File: src/rtl/flash_erase_pkg.sv
package flash_erase_pkg;
  typedef enum logic [1:0] {
    CMD_NONE   = 2'd0,
    CMD_WREN   = 2'd1,
    CMD_SECTOR = 2'd2,
    CMD_CHIP   = 2'd3
  } erase_cmd_e;

  localparam logic [7:0] OP_WREN    = 8'h06;
  localparam logic [7:0] OP_SECTOR  = 8'h20;
  localparam logic [7:0] OP_CHIP_A  = 8'h60;
  localparam logic [7:0] OP_CHIP_B  = 8'hC7;
  localparam int         OPCODE_W   = 8;
endpackage

File: src/rtl/spi_in_sync.sv
module spi_in_sync #(
  parameter int SYNC_STAGES = 2
) (
  input  logic clk,
  input  logic rst_n,
  input  logic sck,
  input  logic cs_n,
  input  logic si,
  output logic sck_rise,
  output logic cs_rise,
  output logic cs_low,
  output logic si_q
);
  localparam int TOP = SYNC_STAGES - 1;

  logic [TOP:0] sck_sh, cs_sh, si_sh;
  logic         sck_d, cs_d;

  always_ff @(posedge clk or negedge rst_n) begin
    if (!rst_n) begin
      sck_sh <= '0;
      cs_sh  <= '1;
      si_sh  <= '0;
      sck_d  <= 1'b0;
      cs_d   <= 1'b1;
    end else begin
      sck_sh <= {sck_sh[TOP-1:0], sck};
      cs_sh  <= {cs_sh[TOP-1:0], cs_n};
      si_sh  <= {si_sh[TOP-1:0], si};
      sck_d  <= sck_sh[TOP];
      cs_d   <= cs_sh[TOP];
    end
  end

  always_comb begin
    cs_low   = ~cs_sh[TOP];
    sck_rise = sck_sh[TOP] & ~sck_d & ~cs_sh[TOP];
    cs_rise  = cs_sh[TOP] & ~cs_d;
    si_q     = si_sh[TOP];
  end
endmodule

File: src/rtl/cmd_framer.sv
module cmd_framer
  import flash_erase_pkg::*;
#(
  parameter int ADDR_W   = 24,
  parameter int SECT_LSB = 12
) (
  input  logic                        clk,
  input  logic                        rst_n,
  input  logic                        sck_rise,
  input  logic                        cs_rise,
  input  logic                        cs_low,
  input  logic                        si_q,
  output logic                        cmd_stb,
  output erase_cmd_e                  cmd_kind,
  output logic [ADDR_W-SECT_LSB-1:0]  cmd_sector
);
  localparam int SECT_W  = ADDR_W - SECT_LSB;
  localparam int FRAME_W = OPCODE_W + ADDR_W;
  localparam int CNT_W   = $clog2(FRAME_W + 2);
  localparam logic [CNT_W-1:0] CNT_SAT   = CNT_W'(FRAME_W + 1);
  localparam logic [CNT_W-1:0] CNT_SHORT = CNT_W'(OPCODE_W);
  localparam logic [CNT_W-1:0] CNT_LONG  = CNT_W'(FRAME_W);

  logic [FRAME_W-1:0] shreg_q, shreg_nx;
  logic [CNT_W-1:0]   cnt_q, cnt_nx;
  logic               shift_en;

  assign shift_en = cs_low & sck_rise;

  always_comb begin
    shreg_nx = shreg_q;
    cnt_nx   = cnt_q;
    if (!cs_low) begin
      cnt_nx = '0;
    end else if (shift_en) begin
      shreg_nx = {shreg_q[FRAME_W-2:0], si_q};
      if (cnt_q != CNT_SAT) cnt_nx = cnt_q + 1'b1;
    end
  end

  always_ff @(posedge clk or negedge rst_n) begin
    if (!rst_n) begin
      shreg_q <= '0;
      cnt_q   <= '0;
    end else begin
      if (shift_en) shreg_q <= shreg_nx;
      cnt_q <= cnt_nx;
    end
  end

  always_comb begin
    cmd_kind = CMD_NONE;
    if (cnt_q == CNT_SHORT) begin
      if (shreg_q[OPCODE_W-1:0] == OP_WREN) cmd_kind = CMD_WREN;
      else if (shreg_q[OPCODE_W-1:0] == OP_CHIP_A ||
               shreg_q[OPCODE_W-1:0] == OP_CHIP_B) cmd_kind = CMD_CHIP;
    end else if (cnt_q == CNT_LONG) begin
      if (shreg_q[FRAME_W-1 -: OPCODE_W] == OP_SECTOR) cmd_kind = CMD_SECTOR;
    end
    cmd_stb    = cs_rise;
    cmd_sector = shreg_q[ADDR_W-1 -: SECT_W];
  end
endmodule

File: src/rtl/erase_gate.sv
module erase_gate
  import flash_erase_pkg::*;
#(
  parameter int SECT_W    = 12,
  parameter int REGIONS   = 16,
  parameter int SE_CYCLES = 64,
  parameter int CE_CYCLES = 256
) (
  input  logic               clk,
  input  logic               rst_n,
  input  logic               cmd_stb,
  input  erase_cmd_e         cmd_kind,
  input  logic [SECT_W-1:0]  cmd_sector,
  input  logic [REGIONS-1:0] prot_mask,
  output logic               erase_start,
  output logic               erase_chip,
  output logic [SECT_W-1:0]  erase_sector,
  output logic               busy,
  output logic               wel
);
  localparam int MAX_DUR = (SE_CYCLES > CE_CYCLES) ? SE_CYCLES : CE_CYCLES;
  localparam int TIM_W   = $clog2(MAX_DUR + 1);
  localparam int REG_W   = $clog2(REGIONS);
  localparam logic [TIM_W-1:0] SE_LOAD = TIM_W'(SE_CYCLES - 1);
  localparam logic [TIM_W-1:0] CE_LOAD = TIM_W'(CE_CYCLES - 1);

  logic              busy_q, busy_nx, wel_q, wel_nx, start_q, start_nx;
  logic              chip_q, chip_nx;
  logic [SECT_W-1:0] sect_q, sect_nx;
  logic [TIM_W-1:0]  tim_q, tim_nx;
  logic [REG_W-1:0]  region;
  logic              sect_ok, chip_ok;

  always_comb begin
    region  = REG_W'(cmd_sector >> (SECT_W - REG_W));
    sect_ok = wel_q & ~prot_mask[region];
    chip_ok = wel_q & (prot_mask == '0);
  end

  always_comb begin
    busy_nx  = busy_q;
    wel_nx   = wel_q;
    start_nx = 1'b0;
    chip_nx  = chip_q;
    sect_nx  = sect_q;
    tim_nx   = tim_q;
    if (busy_q) begin
      if (tim_q == '0) begin
        busy_nx = 1'b0;
        wel_nx  = 1'b0;
      end else begin
        tim_nx = tim_q - 1'b1;
      end
    end else if (cmd_stb) begin
      unique case (cmd_kind)
        CMD_WREN: wel_nx = 1'b1;
        CMD_SECTOR: begin
          if (sect_ok) begin
            start_nx = 1'b1;
            busy_nx  = 1'b1;
            chip_nx  = 1'b0;
            sect_nx  = cmd_sector;
            tim_nx   = SE_LOAD;
          end else begin
            wel_nx = 1'b0;
          end
        end
        CMD_CHIP: begin
          if (chip_ok) begin
            start_nx = 1'b1;
            busy_nx  = 1'b1;
            chip_nx  = 1'b1;
            sect_nx  = '0;
            tim_nx   = CE_LOAD;
          end else begin
            wel_nx = 1'b0;
          end
        end
        default: ;
      endcase
    end
  end

  always_ff @(posedge clk or negedge rst_n) begin
    if (!rst_n) begin
      busy_q  <= 1'b0;
      wel_q   <= 1'b0;
      start_q <= 1'b0;
      chip_q  <= 1'b0;
      sect_q  <= '0;
      tim_q   <= '0;
    end else begin
      busy_q  <= busy_nx;
      wel_q   <= wel_nx;
      start_q <= start_nx;
      if (start_nx) begin
        chip_q <= chip_nx;
        sect_q <= sect_nx;
      end
      if (busy_q || start_nx) tim_q <= tim_nx;
    end
  end

  assign erase_start  = start_q;
  assign erase_chip   = chip_q;
  assign erase_sector = sect_q;
  assign busy         = busy_q;
  assign wel          = wel_q;
endmodule

File: src/rtl/spi_erase_ctrl.sv
module spi_erase_ctrl
  import flash_erase_pkg::*;
#(
  parameter int ADDR_W      = 24,
  parameter int SECT_LSB    = 12,
  parameter int REGIONS     = 16,
  parameter int SE_CYCLES   = 64,
  parameter int CE_CYCLES   = 256,
  parameter int SYNC_STAGES = 2
) (
  input  logic                       clk,
  input  logic                       rst_n,
  input  logic                       sck,
  input  logic                       cs_n,
  input  logic                       si,
  input  logic [REGIONS-1:0]         prot_mask,
  output logic                       erase_start,
  output logic                       erase_chip,
  output logic [ADDR_W-SECT_LSB-1:0] erase_sector,
  output logic                       busy,
  output logic                       wel
);
  localparam int SECT_W = ADDR_W - SECT_LSB;

  logic [1:0]        rst_sh;
  logic              rst_core_n;
  logic              sck_rise, cs_rise, cs_low, si_q;
  logic              cmd_stb;
  erase_cmd_e        cmd_kind;
  logic [SECT_W-1:0] cmd_sector;

  always_ff @(posedge clk or negedge rst_n) begin
    if (!rst_n) rst_sh <= 2'b00;
    else        rst_sh <= {rst_sh[0], 1'b1};
  end
  assign rst_core_n = rst_sh[1];

  spi_in_sync #(.SYNC_STAGES(SYNC_STAGES)) u_sync (
    .clk(clk), .rst_n(rst_core_n), .sck(sck), .cs_n(cs_n), .si(si),
    .sck_rise(sck_rise), .cs_rise(cs_rise), .cs_low(cs_low), .si_q(si_q)
  );

  cmd_framer #(.ADDR_W(ADDR_W), .SECT_LSB(SECT_LSB)) u_framer (
    .clk(clk), .rst_n(rst_core_n), .sck_rise(sck_rise), .cs_rise(cs_rise),
    .cs_low(cs_low), .si_q(si_q), .cmd_stb(cmd_stb), .cmd_kind(cmd_kind),
    .cmd_sector(cmd_sector)
  );

  erase_gate #(.SECT_W(SECT_W), .REGIONS(REGIONS), .SE_CYCLES(SE_CYCLES),
               .CE_CYCLES(CE_CYCLES)) u_gate (
    .clk(clk), .rst_n(rst_core_n), .cmd_stb(cmd_stb), .cmd_kind(cmd_kind),
    .cmd_sector(cmd_sector), .prot_mask(prot_mask), .erase_start(erase_start),
    .erase_chip(erase_chip), .erase_sector(erase_sector), .busy(busy), .wel(wel)
  );
endmodule

File: config.mk
export PLATFORM = sky130hd
export DESIGN_NAME = spi_erase_ctrl
export DESIGN_NICKNAME = d
export VERILOG_FILES = /design/src/rtl/flash_erase_pkg.sv /design/src/rtl/spi_in_sync.sv /design/src/rtl/cmd_framer.sv /design/src/rtl/erase_gate.sv /design/src/rtl/spi_erase_ctrl.sv
export SDC_FILE = /design/constraint.sdc
export NUM_CORES = 1
export LEC_CHECK = 0
export BUFFER_PORTS_ARGS = -buffer_cell sky130_fd_sc_hd__buf_4
export CORE_ASPECT_RATIO = 0.8
export CORE_MARGIN = 1
export CORE_UTILIZATION = 40
export CTS_BUF_LIST = sky130_fd_sc_hd__clkbuf_16
export DETAILED_ROUTE_END_ITERATION = 10
export HOLD_SLACK_MARGIN = 0.1
export PLACE_DENSITY = 0.66
export SLEW_MARGIN = 20
export SYNTH_ARGS = -nofsm -noshare
export SYNTH_HDL_FRONTEND = slang
export SYNTH_SLANG_ARGS = --single-unit
File: constraint.sdc
create_clock -name clk -period 4.45 [get_ports clk]
set_clock_uncertainty 0.15 [all_clocks]
set_input_delay 0.2225 -clock clk [delete_from_list [all_inputs] [get_ports clk]]
set_output_delay 0.2225 -clock clk [all_outputs]
set_load 0.01 [all_outputs]
Word level (Yosys, flattened, before mapping)
Cells that the tools add are included.

storage, ports and cells
  bits in registers = 73
  bits of input ports = 21
  output and inout bits = 16
  logic and storage cells = 96

operators by class
  add/sub/neg operators = 2
  $lt $le $gt $ge = 1
  eq/ne operators = 18
  mux-type cells = 35
  bitwise operators = 11
  reduce and logical (&&, ||, !) cells = 15

operators by type and width
  cell                                                                     number
  9-bit two-way mux                                                        5
  12-bit two-way mux                                                       2
  12-bit one-hot mux with 2 select lines                                   1
  6-bit two-way mux                                                        3
  9-bit one-hot mux with 2 select lines                                    1
  16-bit logical NOT                                                       1
  1-bit two-way mux                                                        14
  6-bit AND reduction                                                      2
  2-bit two-way mux                                                        5
  9-bit logical NOT                                                        1
  9-bit by 1-bit subtractor with 9-bit output, second input constant       1
  8-bit by 3-bit == test with 1-bit output, second input constant          1
  8-bit by 6-bit == test with 1-bit output, second input constant          1
  8-bit by 7-bit == test with 1-bit output, second input constant          1
  8-bit == test, second input constant                                     1
  2-bit nonzero test                                                       4
  6-bit by 1-bit adder with 6-bit output, second input constant            1
  1-bit bitwise AND                                                        6
  6-bit by 4-bit == test with 1-bit output, second input constant          1
  6-bit == test, second input constant                                     1
  3-bit by 1-bit inequality test with 1-bit output, second input constant  2
  3-bit by 2-bit inequality test with 1-bit output, second input constant  2
  6-bit inequality test, second input constant                             1
  4-bit by 5-bit < comparator with 1-bit output, second input constant     1
  other kinds (13)                                                         23

Longest topological paths before layout
Gate-level depths: netlist of run 1.

  word-level depth = 11
  depth in mapped cells = 9
  gate-level depth less buffers = 8

Hierarchy
A second synthesis of run 1 with hierarchy kept.

second synthesis, totals
  cell total of the unflattened synthesis = 286
  area total of the unflattened synthesis = 3452.1 sq um

modules (own cells, without submodules)
  module          times used  cells each  area an instance (sq um)  sequential area each (sq um)
  cmd_framer      1           132         1730.4                    950.9
  erase_gate      1           140         1438.9                    625.6
  spi_in_sync     1           11          229.0                     203.9
  spi_erase_ctrl  1           3           53.8                      50.0

Least setup slack after synthesis of run 1
OpenSTA, ideal clock, no wires.

  path kind = register -> register
  start point = register u_framer.shreg_q[23]
  end point = register u_gate.chip_q, in the netlist u_gate.erase_chip
  setup time = 0.125 ns
  arrival = 2.099 ns
  data required time = 4.175 ns
  slack = 2.076 ns
  cell stages (with the launch flop) = 7
  path buffers = 1
  clock period less this slack = 2.374 ns
  cells stage by stage = dfrtp_1 > buf_6 > mux4_1 > mux4_2 > nor3_2 > o21ai_2 > mux2_2

on the way
  word-level cells in the longest chain between the ends = 9
  elaborated cells on any way between the ends = 10
  those cells by class = 1 x eq/ne; 6 x mux; 2 x bitwise; 1 x reduce/logical

RTL lines
  element                                        line              source
  from (decl)                                    cmd_framer.sv:24  logic [FRAME_W-1:0] shreg_q, shreg_nx;
  from (signal assigned)                         cmd_framer.sv:46  if (shift_en) shreg_q <= shreg_nx;
  1-bit binary-select mux with 4-bit select (*)  erase_gate.sv:36  sect_ok = wel_q & ~prot_mask[region];
  1-bit two-way mux (not written as such) (*)    erase_gate.sv:36
  1-bit inverter (*)                             erase_gate.sv:36
  1-bit bitwise AND (*)                          erase_gate.sv:36
  1-bit two-way mux                              erase_gate.sv:58  if (sect_ok) begin
  1-bit one-hot mux with 2 select lines          erase_gate.sv:55  unique case (cmd_kind)
  1-bit two-way mux                              erase_gate.sv:54  end else if (cmd_stb) begin
  1-bit two-way mux                              erase_gate.sv:47  if (busy_q) begin
  6-bit AND reduction (no source line) (*)       --
  to (signal assigned)                           erase_gate.sv:97  chip_q <= chip_nx;
  to (decl)                                      erase_gate.sv:28  logic chip_q, chip_nx;

Every way passes the cells marked *; elsewhere a longest branch is shown, timed or not. The select of a mux whose other input is x is not followed.
A chain may end at the register's enable or synchronous reset.

Worst setup path after layout of run 1
  start point = register u_framer.shreg_q[23]
  end point = register u_gate.sect_q[0], in the netlist u_gate.erase_sector[0]

on the way
  word-level cells in the longest chain between the ends = 9
  elaborated cells on any way between the ends = 10
  those cells by class = 1 x eq/ne; 6 x mux; 2 x bitwise; 1 x reduce/logical

RTL lines
  element                                        line              source
  1-bit binary-select mux with 4-bit select (*)  erase_gate.sv:36
  1-bit two-way mux (not written as such) (*)    erase_gate.sv:36
  1-bit inverter (*)                             erase_gate.sv:36
  1-bit bitwise AND (*)                          erase_gate.sv:36
  1-bit two-way mux                              erase_gate.sv:58
  1-bit one-hot mux with 2 select lines          erase_gate.sv:55
  1-bit two-way mux                              erase_gate.sv:54
  1-bit two-way mux                              erase_gate.sv:47
  6-bit AND reduction (no source line) (*)       --
  to (signal assigned)                           erase_gate.sv:98  sect_q <= sect_nx;
  to (decl)                                      erase_gate.sv:29  logic [SECT_W-1:0] sect_q, sect_nx;

Marks and branches as above.

==> results.txt, run 1 <==
The total power divided by cell area came out at 405 nW/µm². The core region is about 7600 µm². The I/O pin total is 37. The setup slack after placement is 1660 ps. The first global-routing pass estimated roughly 10,000 µm of wire. The routed length on met3 is 218 µm.

The first-pass iteration count of the detailed router is 4. The count of final max-slew check failures came to 0. The total of max-cap violations is 0.

The maximum resistive drop on vdd came out at 0.295 mV. The length of routed met2 wiring is 2700 µm. Routability-driven placement finished with a final weighted congestion of around 0.77. The full die area came out at between 8000 and 9000 µm².

CTS saw 73 sinks. For the pin with the worst max-slew slack, the measured transition is approximately 930 ps. The average detailed-routed wire length per instance came out at 13.9 µm. In this run the horizontal extent of the chip is just over 100 µm.

The count of warnings emitted by yosys came out at 0. The deepest clock path buffer count came out at 2. Clock latency on the worst-skew pair, taken at its later pin, is between 300 and 400 ps. The floorplan step set the die height to 82.2 µm. Summed over all cells, the static leakage comes to between 1.5 and 2 nW.

The data required time of the worst path is ~4500 ps. Hold timing on the final database bottoms out at a slack of 200 ps. The number of diodes added for antenna fixing came out at 0.

The critical path ends at u_gate.erase_sector[0]. The critical path startpoint is u_framer.shreg_q[23]. The cell area after synthesis came out at ~3200 µm². The final-stage net count came out at between 300 and 400.

The clock tree synthesis step divided the H-tree into 3 levels. The design draws approximately 0.0016 W. The number of filler cells placed in the layout came out at between 600 and 700. The HPWL after detailed placement came out at a little over 4000 µm. The setup slack of the worst register-to-register path came out at 1640 ps.

The number of remaining DRC errors is 0. The flow ran to the end, and the final reports show no timing, DRC or antenna violations. The initial antenna violation count is 0. STA classifies the critical path startpoint as a flip-flop. The TritonCTS clock tree is built. After technology mapping, the gate count stands at 273. The final wirelength came out at a little under 6000 µm.

Setup repair after global routing left no endpoint under its margin. The share of the clock period used by the worst path is 0.630. The synthesized netlist net count came out at between 200 and 300. The final count of hold timing violations came to 0. The flop and latch count out of synthesis came out at 73.

Counting distinct cell types in the post-synthesis netlist gives slightly above 40. The fraction of final layout cells with drive strength greater than 1 is 0.300. The detail-routed via count per cell came out at between 5 and 6. In this run, CTS created clock tree buffers numbering 9. The total via count after detailed routing is between 2,000 and 2,500.

The worst setup path is of the reg2reg kind. In this run the core area contains 28 standard-cell rows. The total routed wire length on the met1 layer is a little under 3000 µm. The number of synthesized flops with an enable pin came out at 0.

Input and output buffers added on the ports amount to 36. The multi-input combinational cells in the finished layout cover a total of ~1200 µm². Measured against its own limit, the worst slew margin works out to 0.366. The commonest register cell after synthesis is dfrtp_1. The combined global-route utilization of all metal layers is 0.163. At the end of the flow the core is filled with cells to 0.518. The residual overflow from global routing is 0. The area growth from synthesis to layout is 22.6%. Clock-pin slew was measured on the worst setup and hold paths at around 60 ps. The final setup slack of the worst path came out at 1640 ps. In this run the worst hold path is classified as reg2reg. Setup violations remaining at the end of the flow were counted as 0. Based on the critical path, the design can be clocked at up to 0.356 GHz.

Entering global routing, the biggest net connects 39 pins. CTS placed an instance of clkbuf_16 at the clock tree root. The flip-flop and latch area came out at 1830 µm².

The capture point of the worst reg-to-reg path is u_gate.erase_sector[0]. The data arrival time at the worst-slack endpoint is 2890 ps. The starting density of the core is 0.423.

The maximum fanout along the worst path is 14. The number of global-route vias before repair came out at about 2,200. The worst register-to-register path begins at u_framer.shreg_q[23]. The number of cells on the worst reg-to-reg path is 5.

After the first detailed-routing iteration, the DRC count stood at 62. The final sum of negative setup slack is 0 ps. For the finished layout, the period the worst path requires is around 2800 ps. The share of the Yosys chip area taken by registers is 0.569.

STA classifies the critical path endpoint as a flip-flop. Signal routing reaches up to met4. Averaged over all synthesized cells, the footprint is between 10 and 15 µm². The async set-reset flop share out of synthesis came out at 1.00.

In this run the remaining antenna-violating nets after routing total 0.
-- cells in the final DEF (no fill, tap or decap), drive strengths merged, types with 7 or more instances in the layout --
cell type | synthesis | routed
dfrtp | 70 | 70
buf | 4 | 38
nand2 | 30 | 30
o21ai | 27 | 27
inv | 21 | 23
mux2 | 22 | 22
nor2 | 16 | 16
clkbuf | 5 | 9
nand4 | 7 | 7
a21oi | 7 | 7
-- power breakdown --
part	leakage, nW	switching, W	internal [W]	total, W
Combinational	0.664	0.0000363	0.0000565	0.0000927
Sequential	0.954	0.0000437	0.000706	0.000749
Clock	0.154	0.000269	0.000485	0.000755
-- through the flow --
| stage | cell area [µm²] | std cells |
|---|---|---|
| after floorplan | 3210 | 273 |
| after global placement | 3580 | 407 |
| after detailed placement | 3580 | 407 |
| after CTS | 3940 | 428 |
| after global routing | 3940 | 428 |
| final | 3940 | 428 |
-- repair_timing --
action                                 CTS  global route
endpoints found under the hold margin    5             0
hold buffers                             5             0
gates resized for setup                  0             0
buffers inserted                         0             0
-- worst min-delay path by stage --
| stage | startpoint | depth (start not counted) | to | slack (ps) |
|---|---|---|---|---|
| after floorplan | rst_n | 0 | rst_sh[0] | -220 |
| after global placement | rst_n | 1 | rst_sh[0] | -140 |
| after detailed placement | rst_n | 1 | rst_sh[0] | -140 |
| after CTS | u_sync.sck_sh[0] | 0 | u_sync.sck_sh[1] | 200 |
| after global routing | u_sync.sck_sh[0] | 0 | u_sync.sck_sh[1] | 210 |
| final | u_sync.sck_sh[0] | 0 | u_sync.sck_sh[1] | 200 |
-- flip-flops by register name, indices dropped and copies added (netlist names), 2 cells and up --
signal,count
u_gate.tim_q,9
u_sync.cs_sh,2
u_framer.cnt_q,6
u_gate.erase_sector,12
u_sync.sck_sh,2
rst_sh,2
u_framer.shreg_q,32
u_sync.si_sh,2
-- per-layer routing --
metal,GRT usage,vias up
met5,0,-
met1,0.218,1055
met3,0.0421,10
met4,0.0714,0
li1,-,1043
met2,0.253,35
-- synthesized netlist by cell type (5+ instances only) --
library cell | n | share of area
a21oi_1 | 7 | 0.011
clkbuf_1 | 5 | 0.0058
dfrtp_1 | 70 | 0.54
inv_1 | 21 | 0.025
mux2_2 | 22 | 0.077
nand2_1 | 29 | 0.034
nand4_1 | 7 | 0.014
nor2_1 | 16 | 0.019
nor3_1 | 5 | 0.0078
nor4_1 | 5 | 0.0097
o21ai_0 | 16 | 0.025
o21ai_2 | 9 | 0.025
xor2_1 | 6 | 0.016
-- area by class of cell --
| type | count | share of cell area |
|---|---|---|
| clock buffer | 9 | 0.0572 |
| clock inverter | 7 | 0.0222 |
| inverter | 21 | 0.0200 |
| multi-input combinational | 170 | 0.317 |
| sequential | 73 | 0.465 |
| tap | 105 | 0.0333 |
| timing repair buffer | 43 | 0.0851 |
-- critical path: stages (launching register included) --
cell and delay [ps]:
dfrtp_1 490, mux4_1 590, mux4_2 510, nor4_2 270, nand2_1 390, o21ai_0 300
-- kinds of logic after synthesis --
logic type | synth area share
compound gates | 0.0942
xor+xnor | 0.0272
fa+ha+maj | 0.0156
buf+inv | 0.0424
flops | 0.569
mux | 0.119
other cells | 0.00117
simple gates | 0.131
No activity file was read; power rests on OpenSTA's default activity.
==> inputs of run 2 (changes only) <==
ABC_AREA = 1   (was default)
PLACE_DENSITY = 0.68   (was 0.66)
clock period = 2.44 ns   (was 4.45 ns; I/O delays follow)
==> run 2 against run 1 <==
Net effect:
- core utilization down 0.51 points
- area after synthesis up 9.1%
- clock power up 110%
- clock-buffer cell count unchanged
- routed wire length up 21%
- maximum frequency up 25%
==> results.txt, run 2 <==
The flow ran to the end, and the final reports show no timing, DRC or antenna violations. The count of buffers added on input and output ports is 36. The count of final max-slew check failures came to 0. The final sum of negative setup slack came out at 0 ps. The maximum resistive drop on vdd came out at between 0.4 and 0.5 mV. The TritonCTS clock tree is built.

The I/O pin total came out at 37. The clock period minus worst slack is approximately 2200 ps. The distinct cell type count of the synthesized netlist is 31. The critical path is of the reg2reg type. Of the available clock period, the critical path in the final layout requires 0.920. By area the synthesized netlist is led by dfrtp_1 (50%), nand2_1 (19%), nand3_1 (6.4%). The starting density of the core came out at 0.413.

The number of instances in the synthesized netlist came out at ~450. The average detailed-routed wire length per instance came out at ~12 µm. The async set-reset flop share out of synthesis is 1.00. The final worst hold slack is ~140 ps. The clock-pin transition on the worst setup and hold timing paths came out at ~60 ps. Clock latency on the worst-skew pair, taken at its later pin, is between 300 and 400 ps. Setup repair after global routing left no endpoint under its margin. The final count of hold timing violations came to 0. After clock tree synthesis, the repair step resized 0 gates. Once layout is complete, the utilization of the core stands at 0.513. The net count of the finished layout is approximately 530. The capturing element type of the critical path is a flip-flop. The core area came out at 8480 µm².

The DRC marker count from the first detailed-route iteration is roughly 150. The number of levels the H-tree was split into came out at 3. The full die area is roughly 9100 µm². For this run, the detailed router's first-pass iteration total came to 4. The number of flip-flops in the largest register is 32. The mapped netlist covers about 3500 µm². The share of synthesized area in the top cell type comes to 0.500.

The post-synthesis cell type with the largest combined area is dfrtp_1. Sorting the synthesized cells by how often they occur yields nand2_1 (175), dfrtp_1 (70), inv_1 (46). The detail-routed via count per cell came out at a little under 5. The number of global-route vias before repair came out at about 2,700.

The combined global-route utilization of all metal layers is 0.171. The data arrival time at the worst-slack endpoint is 2370 ps. Along the worst path, the maximum fanout reaches 25. The number of rows created at floorplan is 30.

The first-pass GRT wire length came out at roughly 12,000 µm. Compared with the post-synthesis result, the final layout area differs by 24.2%. The count of nets left with antenna violations once routing finished came out at 0. The library cell used most frequently in the layout, excluding fill and tap cells, is nand2_1. The HPWL after detailed placement came out at 4860 µm. The tree is rooted in a clkbuf_16. The cell leakage power is around 2.3 nW. STA classifies the critical path startpoint as a flip-flop. Counting flops per register, the top entry is u_framer.shreg_q. The initial antenna violation count is 0. In this run the mean area of a mapped cell was around 7.7 µm². Of the cells placed in the final design, the portion with a size suffix greater than 1 is 0.150. The total of max-cap violations came out at 0. The CTS sink count came out at 73.

The flop and latch count out of synthesis came out at 73. The count of warnings emitted by yosys is 0. The count of endpoints failing setup in the final report came out at 0. The commonest register cell after synthesis is dfrtp_1. The total power divided by cell area is between 700 and 800 nW/µm². The number of diodes added for antenna fixing is 0. The most frequent cell after synthesis is nand2_1. The type of the tightest min-delay check is reg2async.

The sequential element share of the synthesized area came out at 0.522. The chip width came out at roughly 110 µm. The data required time of the worst path came out at between 2000 and 3000 ps. Wires add up to about 7000 µm. The congestion estimate from routability-driven global placement came to ~0.88. The die span in y came out at 85.7 µm. Clock tree synthesis inserted a total of 9 buffers. For this run the aggregate overflow at the end of global routing stands at 0. The number of synthesized flops with an enable pin is 0. Derived from the worst setup path, the maximum achievable clock frequency is about 0.45 GHz. The library cells used most frequently in the layout, excluding fill and tap cells, are nand2_1 (175), dfrtp_1 (69), inv_1 (46).

The total via count after detailed routing came out at just under 3,000. The number of remaining DRC errors came out at 0. The deepest clock path buffer count came out at 2.

Entering global routing, the biggest net connects between 70 and 80 pins. The synthesized netlist net count came out at between 400 and 500.
==> run 2: cell types whose count changed in the layout (fill, tap and decap cells not counted), moves of 8 or more <==
cell | previous run | this run
nand3_1 | 4 | 45
nand2_1 | 29 | 175
o21ai_2 | 9 | 0
mux2_2 | 22 | 0
nor2_1 | 15 | 26
inv_1 | 23 | 46
nor3_1 | 5 | 13
==> run 2: area by class of cell <==
| type | instances | area [µm²] |
|---|---|---|
| inverters | 55 | 209 |
| clock buffers | 9 | 225 |
| clock inverters | 7 | 143 |
| repair buffers | 47 | 390 |
| well taps | 112 | 140 |
| multi-input cells | 314 | 1410 |
| fillers | 807 | 4130 |
| flip-flops and latches | 73 | 1830 |
==> run 2: critical path, cell delays in order, from the launching register on <==
cell,delay (ps)
dfrtp_1,410
inv_1,110
ha_1,200
nand4_1,110
nor3_1,240
o21bai_4,190
nand3_4,290
nor2_4,230
buf_12,140
nand2_1,50
nand2_1,60
==> run 2: power breakdown <==
part	total (W)	switching [W]	internal (W)
logic	0.000175	0.000105	0.0000697
clock network	0.00160	0.000497	0.00110
registers	0.00130	0.0000426	0.00126
total	0.00307	0.000645	0.00243
==> run 2: final timing paths <==
kind / startpoint / end / slack, ps / cells past startpoint
max reg2reg: u_framer.cnt_q[0] / u_gate.erase_sector[8] / 190 / 10
max: u_framer.cnt_q[0] / u_gate.erase_sector[8] / 190 / 10
min reg2reg: rst_sh[1] / u_framer.shreg_q[0] / 140 / 1
min: rst_sh[1] / u_framer.shreg_q[0] / 140 / 1
max in group asynchronous: rst_n / rst_sh[1] / 1510 / 3
min in group clk: u_sync.sck_sh[0] / u_sync.sck_sh[1] / 200 / 0
==> run 2: routing by layer <==
metal | GRT usage | part of all wire | vias up | wire length [µm]
met5 | 0 | 0 | - | 0
met4 | 0.0523 | 0.0088 | 0 | 63
met3 | 0.0441 | 0.052 | 8 | 370
li1 | - | - | 1516 | -
met1 | 0.240 | 0.52 | 1388 | 3730
met2 | 0.261 | 0.42 | 68 | 3000
==> run 2: kinds of logic after synthesis <==
family	Yosys count	share of synthesized area
other cells	1	0.00107
buf+inv	66	0.0746
xor+xnor	1	0.00250
fa+ha+maj	4	0.0143
flops	73	0.522
simple gates	279	0.339
compound gates	29	0.0464
==> run 2: through the flow <==
step | instance area (µm²) | setup slack (ps) | power, W | cells
3_5_place_dp | 3920 | 177 | 0.00149 | 595
4_1_cts | 4330 | 142 | 0.00312 | 616
3_3_place_gp | 3920 | 268 | 0.00149 | 595
5_1_grt | 4350 | 43.5 | 0.00320 | 617
6_report | 4350 | 194 | 0.00307 | 617
2_1_floorplan | 3510 | 112 | 0.00142 | 453
==> run 2: timing repair <==
item | CTS | global route
buffers inserted | 0 | 1
hold buffers | 5 | 0
setup endpoints to repair | 0 | 3
hold endpoints to repair | 5 | 0
